==> config.mk <==
export PLATFORM = sky130hd
export DESIGN_NAME = ea_qualifier
export DESIGN_NICKNAME = d
export VERILOG_FILES = /design/src/rtl/eaq_pkg.sv /design/src/rtl/eaq_quadrant.sv /design/src/rtl/eaq_realmode.sv /design/src/rtl/eaq_outreg.sv /design/src/rtl/ea_qualifier.sv
export SDC_FILE = /design/constraint.sdc
export NUM_CORES = 1
export LEC_CHECK = 0
export BUFFER_PORTS_ARGS = -buffer_cell sky130_fd_sc_hd__buf_2
export CAP_MARGIN = 25
export CORE_AREA = 2 2 132 134
export DETAILED_ROUTE_END_ITERATION = 7
export DIE_AREA = 0 0 134 136
export PLACE_DENSITY = 0.69
export RECOVER_POWER = 25
export SLEW_MARGIN = 20
export SYNTH_ARGS = -nofsm -noshare
export SYNTH_HDL_FRONTEND = slang
export SYNTH_SLANG_ARGS = --single-unit
export TNS_END_PERCENT = 1
==> constraint.sdc <==
create_clock -name clk -period 0.8 [get_ports clk]
set_input_delay 0.2 -clock clk [delete_from_list [all_inputs] [get_ports clk]]
set_output_delay 0.2 -clock clk [all_outputs]
set_load 0.1 [all_outputs]
==> src/rtl/eaq_pkg.sv <==
package eaq_pkg;
   typedef enum logic [1:0] {
      ACC_LOAD  = 2'b00,
      ACC_STORE = 2'b01,
      ACC_FETCH = 2'b10,
      ACC_SPARE = 2'b11
   } acc_e;

   typedef enum logic [1:0] {
      QUAD_0 = 2'd0,
      QUAD_1 = 2'd1,
      QUAD_2 = 2'd2,
      QUAD_3 = 2'd3
   } quad_e;

   localparam logic [2:0] PERM_NONE = 3'b000;
   localparam logic [2:0] PERM_RWX  = 3'b111;
endpackage

==> src/rtl/eaq_quadrant.sv <==
module eaq_quadrant
   import eaq_pkg::*;
#(
   parameter int HI_W   = 12,
   parameter int LPID_W = 12,
   parameter int PID_W  = 20
) (
   input  logic [HI_W-1:0]   hi_i,
   input  logic              hv_i,
   input  logic [LPID_W-1:0] lpid_reg_i,
   input  logic [PID_W-1:0]  pid_reg_i,
   output logic              legal_o,
   output logic [LPID_W-1:0] lpid_o,
   output logic [PID_W-1:0]  pid_o
);
   quad_e quad;
   logic  rsv_clear;
   logic  quad_ok;

   assign quad = quad_e'(hi_i[HI_W-1 -: 2]);

   generate
      if (HI_W > 2) begin : g_rsv
         assign rsv_clear = ~|hi_i[HI_W-3:0];
      end else begin : g_no_rsv
         assign rsv_clear = 1'b1;
      end
   endgenerate

   always_comb begin
      quad_ok = 1'b1;
      lpid_o  = '0;
      pid_o   = '0;
      if (hv_i) begin
         unique case (quad)
            QUAD_0: pid_o = pid_reg_i;
            QUAD_1: begin lpid_o = lpid_reg_i; pid_o = pid_reg_i; end
            QUAD_2: lpid_o = lpid_reg_i;
            QUAD_3: ;
         endcase
      end else begin
         unique case (quad)
            QUAD_0: begin lpid_o = lpid_reg_i; pid_o = pid_reg_i; end
            QUAD_1, QUAD_2: quad_ok = 1'b0;
            QUAD_3: lpid_o = lpid_reg_i;
         endcase
      end
      if (!(quad_ok && rsv_clear)) begin
         lpid_o = '0;
         pid_o  = '0;
      end
   end

   assign legal_o = quad_ok & rsv_clear;
endmodule

==> src/rtl/eaq_realmode.sv <==
module eaq_realmode #(
   parameter int EA_W      = 64,
   parameter bit OFFSET_EN = 1'b1
) (
   input  logic [EA_W-1:0] ea_i,
   input  logic [EA_W-1:0] rmor_i,
   output logic [EA_W-1:0] raddr_o
);
   localparam int KEEP_W = EA_W - 4;

   logic [EA_W-1:0] stripped;
   assign stripped = {4'b0000, ea_i[KEEP_W-1:0]};

   generate
      if (OFFSET_EN) begin : g_offset
         assign raddr_o = ea_i[EA_W-1] ? stripped : (stripped | rmor_i);
      end else begin : g_plain
         assign raddr_o = stripped;
      end
   endgenerate
endmodule

==> src/rtl/eaq_outreg.sv <==
module eaq_outreg #(
   parameter int W = 8
) (
   input  logic         clk,
   input  logic         rst_n,
   input  logic         load_i,
   input  logic [W-1:0] d_i,
   output logic [W-1:0] q_o,
   output logic         done_o
);
   always_ff @(posedge clk or negedge rst_n) begin
      if (!rst_n) begin
         q_o    <= '0;
         done_o <= 1'b0;
      end else begin
         done_o <= load_i;
         if (load_i) q_o <= d_i;
      end
   end


   stable_hold_chk: assert property (@(posedge clk) disable iff (!rst_n)
      !load_i |=> $stable(q_o));
endmodule

==> src/rtl/ea_qualifier.sv <==
module ea_qualifier
   import eaq_pkg::*;
#(
   parameter int EA_W      = 64,
   parameter int VA_BITS   = 52,
   parameter int LPID_W    = 12,
   parameter int PID_W     = 20,
   parameter bit OFFSET_EN = 1'b1
) (
   input  logic              clk,
   input  logic              rst_n,
   input  logic              req_i,
   input  logic [EA_W-1:0]   ea_i,
   input  logic [1:0]        acc_i,
   input  logic              hv_i,
   input  logic              reloc_i,
   input  logic [LPID_W-1:0] lpid_reg_i,
   input  logic [PID_W-1:0]  pid_reg_i,
   input  logic [EA_W-1:0]   rmor_i,
   output logic              done_o,
   output logic [LPID_W-1:0] lpid_o,
   output logic [PID_W-1:0]  pid_o,
   output logic              iseg_o,
   output logic              dseg_o,
   output logic [EA_W-1:0]   fault_addr_o,
   output logic              bypass_o,
   output logic [EA_W-1:0]   raddr_o,
   output logic [2:0]        perm_o,
   output logic              proc_run_o,
   output logic              part_run_o
);
   localparam int HI_W  = EA_W - VA_BITS;
   localparam int PKT_W = LPID_W + PID_W + 2 + EA_W + 1 + EA_W + 3 + 2;

   generate
      if (HI_W < 2) begin : g_bad_va
         $error("VA_BITS must leave room for the quadrant bits");
      end
      if (EA_W < 8) begin : g_bad_ea
         $error("EA_W too narrow");
      end
      if (LPID_W < 1 || PID_W < 1) begin : g_bad_id
         $error("ID widths must be positive");
      end
   endgenerate

   logic              legal_c;
   logic [LPID_W-1:0] lpid_c;
   logic [PID_W-1:0]  pid_c;
   logic [EA_W-1:0]   real_c;

   eaq_quadrant #(.HI_W(HI_W), .LPID_W(LPID_W), .PID_W(PID_W)) quad_i (
      .hi_i       (ea_i[EA_W-1:VA_BITS]),
      .hv_i       (hv_i),
      .lpid_reg_i (lpid_reg_i),
      .pid_reg_i  (pid_reg_i),
      .legal_o    (legal_c),
      .lpid_o     (lpid_c),
      .pid_o      (pid_c)
   );

   eaq_realmode #(.EA_W(EA_W), .OFFSET_EN(OFFSET_EN)) real_i (
      .ea_i    (ea_i),
      .rmor_i  (rmor_i),
      .raddr_o (real_c)
   );

   logic bypass_c, fault_c, qual_c, fetch_c;
   logic iseg_c, dseg_c, proc_c, part_c;
   logic [LPID_W-1:0] lpid_n;
   logic [PID_W-1:0]  pid_n;
   logic [EA_W-1:0]   faddr_n, raddr_n;
   logic [2:0]        perm_n;

   always_comb begin
      bypass_c = hv_i & ~reloc_i;
      fault_c  = ~bypass_c & ~legal_c;
      qual_c   = ~bypass_c & legal_c;
      fetch_c  = (acc_e'(acc_i) == ACC_FETCH);
      iseg_c   = fault_c & fetch_c;
      dseg_c   = fault_c & ~fetch_c;
      lpid_n   = qual_c ? lpid_c : '0;
      pid_n    = qual_c ? pid_c  : '0;
      proc_c   = qual_c & reloc_i;
      part_c   = qual_c & ((|lpid_c) | ~hv_i);
      faddr_n  = dseg_c ? ea_i : '0;
      raddr_n  = bypass_c ? real_c : '0;
      perm_n   = bypass_c ? PERM_RWX : PERM_NONE;
   end

   logic [PKT_W-1:0] pkt_d, pkt_q;
   assign pkt_d = {lpid_n, pid_n, iseg_c, dseg_c, faddr_n, bypass_c,
                   raddr_n, perm_n, proc_c, part_c};

   eaq_outreg #(.W(PKT_W)) out_i (
      .clk    (clk),
      .rst_n  (rst_n),
      .load_i (req_i),
      .d_i    (pkt_d),
      .q_o    (pkt_q),
      .done_o (done_o)
   );

   assign {lpid_o, pid_o, iseg_o, dseg_o, fault_addr_o, bypass_o,
           raddr_o, perm_o, proc_run_o, part_run_o} = pkt_q;


   done_follow_chk: assert property (@(posedge clk) disable iff (!rst_n)
      req_i |=> done_o);

   done_pulse_chk: assert property (@(posedge clk) disable iff (!rst_n)
      !req_i |=> !done_o);

   outcome_excl_chk: assert property (@(posedge clk) disable iff (!rst_n)
      $onehot0({iseg_o, dseg_o, bypass_o}));

   fault_ids_zero_chk: assert property (@(posedge clk) disable iff (!rst_n)
      (iseg_o || dseg_o || bypass_o) |->
         (lpid_o == '0 && pid_o == '0 && !proc_run_o && !part_run_o));

   fault_addr_cap_chk: assert property (@(posedge clk) disable iff (!rst_n)
      (done_o && dseg_o) |-> fault_addr_o == $past(ea_i));

   perm_bypass_chk: assert property (@(posedge clk) disable iff (!rst_n)
      !bypass_o |-> perm_o == PERM_NONE);

   part_rule_chk: assert property (@(posedge clk) disable iff (!rst_n)
      (done_o && part_run_o) |-> (lpid_o != '0 || !$past(hv_i)));

   proc_reloc_chk: assert property (@(posedge clk) disable iff (!rst_n)
      (done_o && proc_run_o) |-> $past(reloc_i));
endmodule

==> flow_metrics.env <==
export IMPL_status="complete, but fails checks"
export IMPL_violations="setup timing"
export IMPL_hp_class="in -> reg"
export IMPL_dpl_instance_area_sq_mm=0.0112
export IMPL_setup_ws_ns=-0.517
export IMPL_fmax_ghz=0.759
export IMPL_fin_skew_ns=0
export IMPL_critPathCaptureType="primary output"
export IMPL_grtUsageTotal_pct=24.5
export IMPL_rsz0062_at_grt="true"
export IMPL_grt_pass1_wl_um=34000
export IMPL_ir_worst_vdd_v=0.00135
export IMPL_insertion_delay_ns=0.41
export IMPL_antenna_cells=0
export IMPL_yosys_warnings=0
export IMPL_max_stage_delay_ns=0.49
export IMPL_setup_violations=488
export IMPL_grt_pass1_vias=6150
export IMPL_cp_cell_sequence="buf_12"
export IMPL_cp_required_ns=0.60
export IMPL_numCtsBuffers=17
export IMPL_hold_viol=0
export IMPL_post_drt_wl_per_cell_um=20.5
export IMPL_die_area_sq_mm=0.0182
export IMPL_clkTransAtPathRegs_ns=0.06
export IMPL_viasPerCell=5.34
export IMPL_critical_path_class="reg -> out"
export IMPL_synthCells=468
export IMPL_grt_max_degree=46
export IMPL_path_buf_inv=1
export IMPL_finalMaxSlewViolations=0
export IMPL_cts_htree_levels=4
export IMPL_cts_tree="done"
export IMPL_tightestPinTransition_ns=0.531
export IMPL_synth_seq_cells=166
export IMPL_start_kind="flip-flop"
export IMPL_cpLargestDelayFamily="flip-flops"
export IMPL_antenna_found_initial=0
export IMPL_power_leakage_nw=5.66
export IMPL_vias=5788
export IMPL_area_growth_pct=90.3
export IMPL_core_area_sq_mm=0.0169
export IMPL_rows=48
export IMPL_avgSynthCellArea_sq_um=13.6
export IMPL_drc=0
export IMPL_reg2reg_slack_ns=-0.09
export IMPL_clockBufferDepth=2
export IMPL_design_power_total_w=0.0260
export IMPL_seq_area_sq_mm=0.00416
export IMPL_root_buffer="clkbuf_16"
export IMPL_start_util_pct=37.7
export IMPL_power_density_mw_per_mm2=2150
export IMPL_grt_overflow=0
export IMPL_port_buffers=335
export IMPL_worstPathMaxFanout=5
export IMPL_cp_arrival_ns=1.12
export IMPL_gp_congestion=0.878
export IMPL_fp_dieW_um=134
export IMPL_final_core_util_pct=71.7
export IMPL_busiest_layer="met2"
export IMPL_first_pass_iters=4
export IMPL_yosysUniqueCellTypes=30
export IMPL_die_h_um=136
export IMPL_netlist_area_sq_mm=0.00636
export IMPL_gr_usage_met2_pct=41.8
export IMPL_final_nets=1016
export IMPL_cpMaxStageDelayCell="dfrtp_2"
export IMPL_detail_route_antenna_nets=0
export IMPL_drive_gt1_share_pct=51.2
export IMPL_max_slew_margin_pct=64.6
export IMPL_final_area_sq_mm=0.0121
export IMPL_grt_use_met3_pct=7.46
export IMPL_drtIter0Drc=181
export IMPL_multiInputGateArea_sq_mm=0.00203
export IMPL_place_hpwl_um=15900
export IMPL_ys_seq_area_share_pct=65.3
export IMPL_io_pin_count=336
export IMPL_layout_min_cycle_time_ns=1.32
export IMPL_clock_sinks=166
export IMPL_fillers=1076
export IMPL_drt_total_wl_um=22200
export IMPL_synth_fp_nets=637
export IMPL_grtUsageMet1_pct=29.4
export IMPL_min_period_over_period_pct=165
export IMPL_maxCapViolCount=0
-- power breakdown --
group / switching [W] / total, W / internal [W]
Sequential: 0.000619 / 0.00954 / 0.00892
Combinational: 0.00535 / 0.00846 / 0.00311
Clock: 0.00335 / 0.00803 / 0.00468
Total: 0.00932 / 0.0260 / 0.0167
-- timing repair --
| item | CTS | global route |
|---|---|---|
| buffers inserted | 1 | 0 |
| hold endpoints to repair | 178 | 0 |
| hold buffers | 13 | 0 |
| pin swaps | 28 | 8 |
| gates cloned | 3 | 0 |
| resized for setup | 19 | 8 |
| endpoints found under the setup margin | 323 | 325 |
-- cell usage in the layout (no fill, tap or decap), types with 2 or more instances in the layout --
| master | netlist | layout |
|---|---|---|
| nand2b_1 | 4 | 3 |
| inv_1 | 3 | 3 |
| a21oi_1 | 62 | 60 |
| clkinv_2 | 0 | 3 |
| clkbuf_1 | 28 | 3 |
| nor2_1 | 3 | 2 |
| clkinvlp_4 | 0 | 2 |
| buf_4 | 4 | 39 |
| nand3_1 | 2 | 2 |
| dlygate4sd3_1 | 0 | 13 |
| buf_12 | 0 | 182 |
| buf_16 | 0 | 2 |
| clkinv_4 | 0 | 2 |
| a21oi_2 | 0 | 2 |
| dfrtp_1 | 166 | 163 |
| inv_6 | 0 | 2 |
| nor4_1 | 3 | 3 |
| bufinv_16 | 0 | 2 |
| a22o_1 | 81 | 81 |
| o2bb2ai_2 | 0 | 2 |
| dfrtp_2 | 0 | 3 |
| a32o_1 | 20 | 20 |
| o2bb2ai_1 | 60 | 58 |
| buf_2 | 6 | 161 |
| a21o_1 | 2 | 2 |
| clkbuf_16 | 0 | 17 |
| buf_6 | 6 | 5 |
-- worst paths after layout --
path | cells past startpoint | end | startpoint
max in group asynchronous | 3 | out_i.q_o[115] | rst_n
hold reg to reg | 1 | out_i.q_o[134] | out_i.q_o[134]
setup / recovery | 1 | perm_o[0] | out_i.q_o[69]
hold / removal | 2 | out_i.q_o[67] | rmor_i[62]
setup reg to reg | 4 | out_i.q_o[0] | out_i.q_o[0]
min in group asynchronous | 2 | out_i.q_o[57] | rst_n
-- cell usage after synthesis, drive strengths merged --
library cell  count  area (sq um)
clkbuf           28           105
and3              1          6.26
and4              1          8.76
clkinv            1          3.75
nand2b            4          25.0
nor2              3          11.3
nand3             2          10.0
a21o              2          15.0
and2              1          6.26
nand4             1          6.26
ha                2          25.0
o32ai             1          8.76
or2               1          6.26
a21oi            62           310
a32o             20           200
nor3              1          10.0
o21ai             1          5.00
dfrtp           166          4150
buf              17           131
nor4              5          43.8
a22o             81           709
nand2             2          7.51
o2bb2ai          60           526
xor2              1          8.76
inv               4          15.0
-- sequential cells by signal, indices dropped and copies added, names as in the netlist --
name          flops
out_i.q_o       165
out_i.done_o      1
-- cells by family after synthesis --
family                   share of synthesized area [%]
buffers and inverters                             4.01
flip-flops                                        65.3
AND/OR/NAND/NOR                                   2.22
adder cells (fa/ha/maj)                          0.393
XOR/XNOR                                         0.138
AO/OA/AOI/OAI                                     27.9
-- routing by layer --
| layer | vias to the layer above | part of all wire, % | wire, um |
|---|---|---|---|
| met5 | - | 0 | 0 |
| met4 | 0 | 2.3 | 508 |
| met3 | 39 | 7.9 | 1740 |
| met2 | 287 | 52 | 11400 |
| met1 | 2872 | 38 | 8490 |
| li1 | 2590 | - | - |
-- through the flow --
step | hold slack [ns] | setup slack, ns | std cells | TNS (ns)
detailed placement | 0.0515 | -0.924 | 1036 | -115.82
CTS | 0.000308 | -0.540 | 1084 | -109.27
global route | 0.00437 | -0.565 | 1084 | -154.76
floorplan | -0.0956 | -0.764 | 468 | -139.97
global placement | 0.0508 | -0.872 | 1036 | -111.17
finish | 0.0132 | -0.517 | 1084 | -127.02
-- final cells by class --
class | instances | share of cell area [%]
Timing Repair Buffer | 405 | 41.4
Sequential cell | 166 | 34.4
Multi-Input combinational cell | 252 | 16.8
Clock buffer | 20 | 3.69
Tap cell | 225 | 2.33
Clock inverter | 11 | 1.03
Inverter | 5 | 0.393
-- worst register-to-register path: stages, from the launching register on --
cell	delay (ns)
dfrtp_1	0.42
nand2b_1	0.13
nand2_1	0.06
a21oi_1	0.11
a21oi_1	0.05
Power figures use the tool's default switching activity.
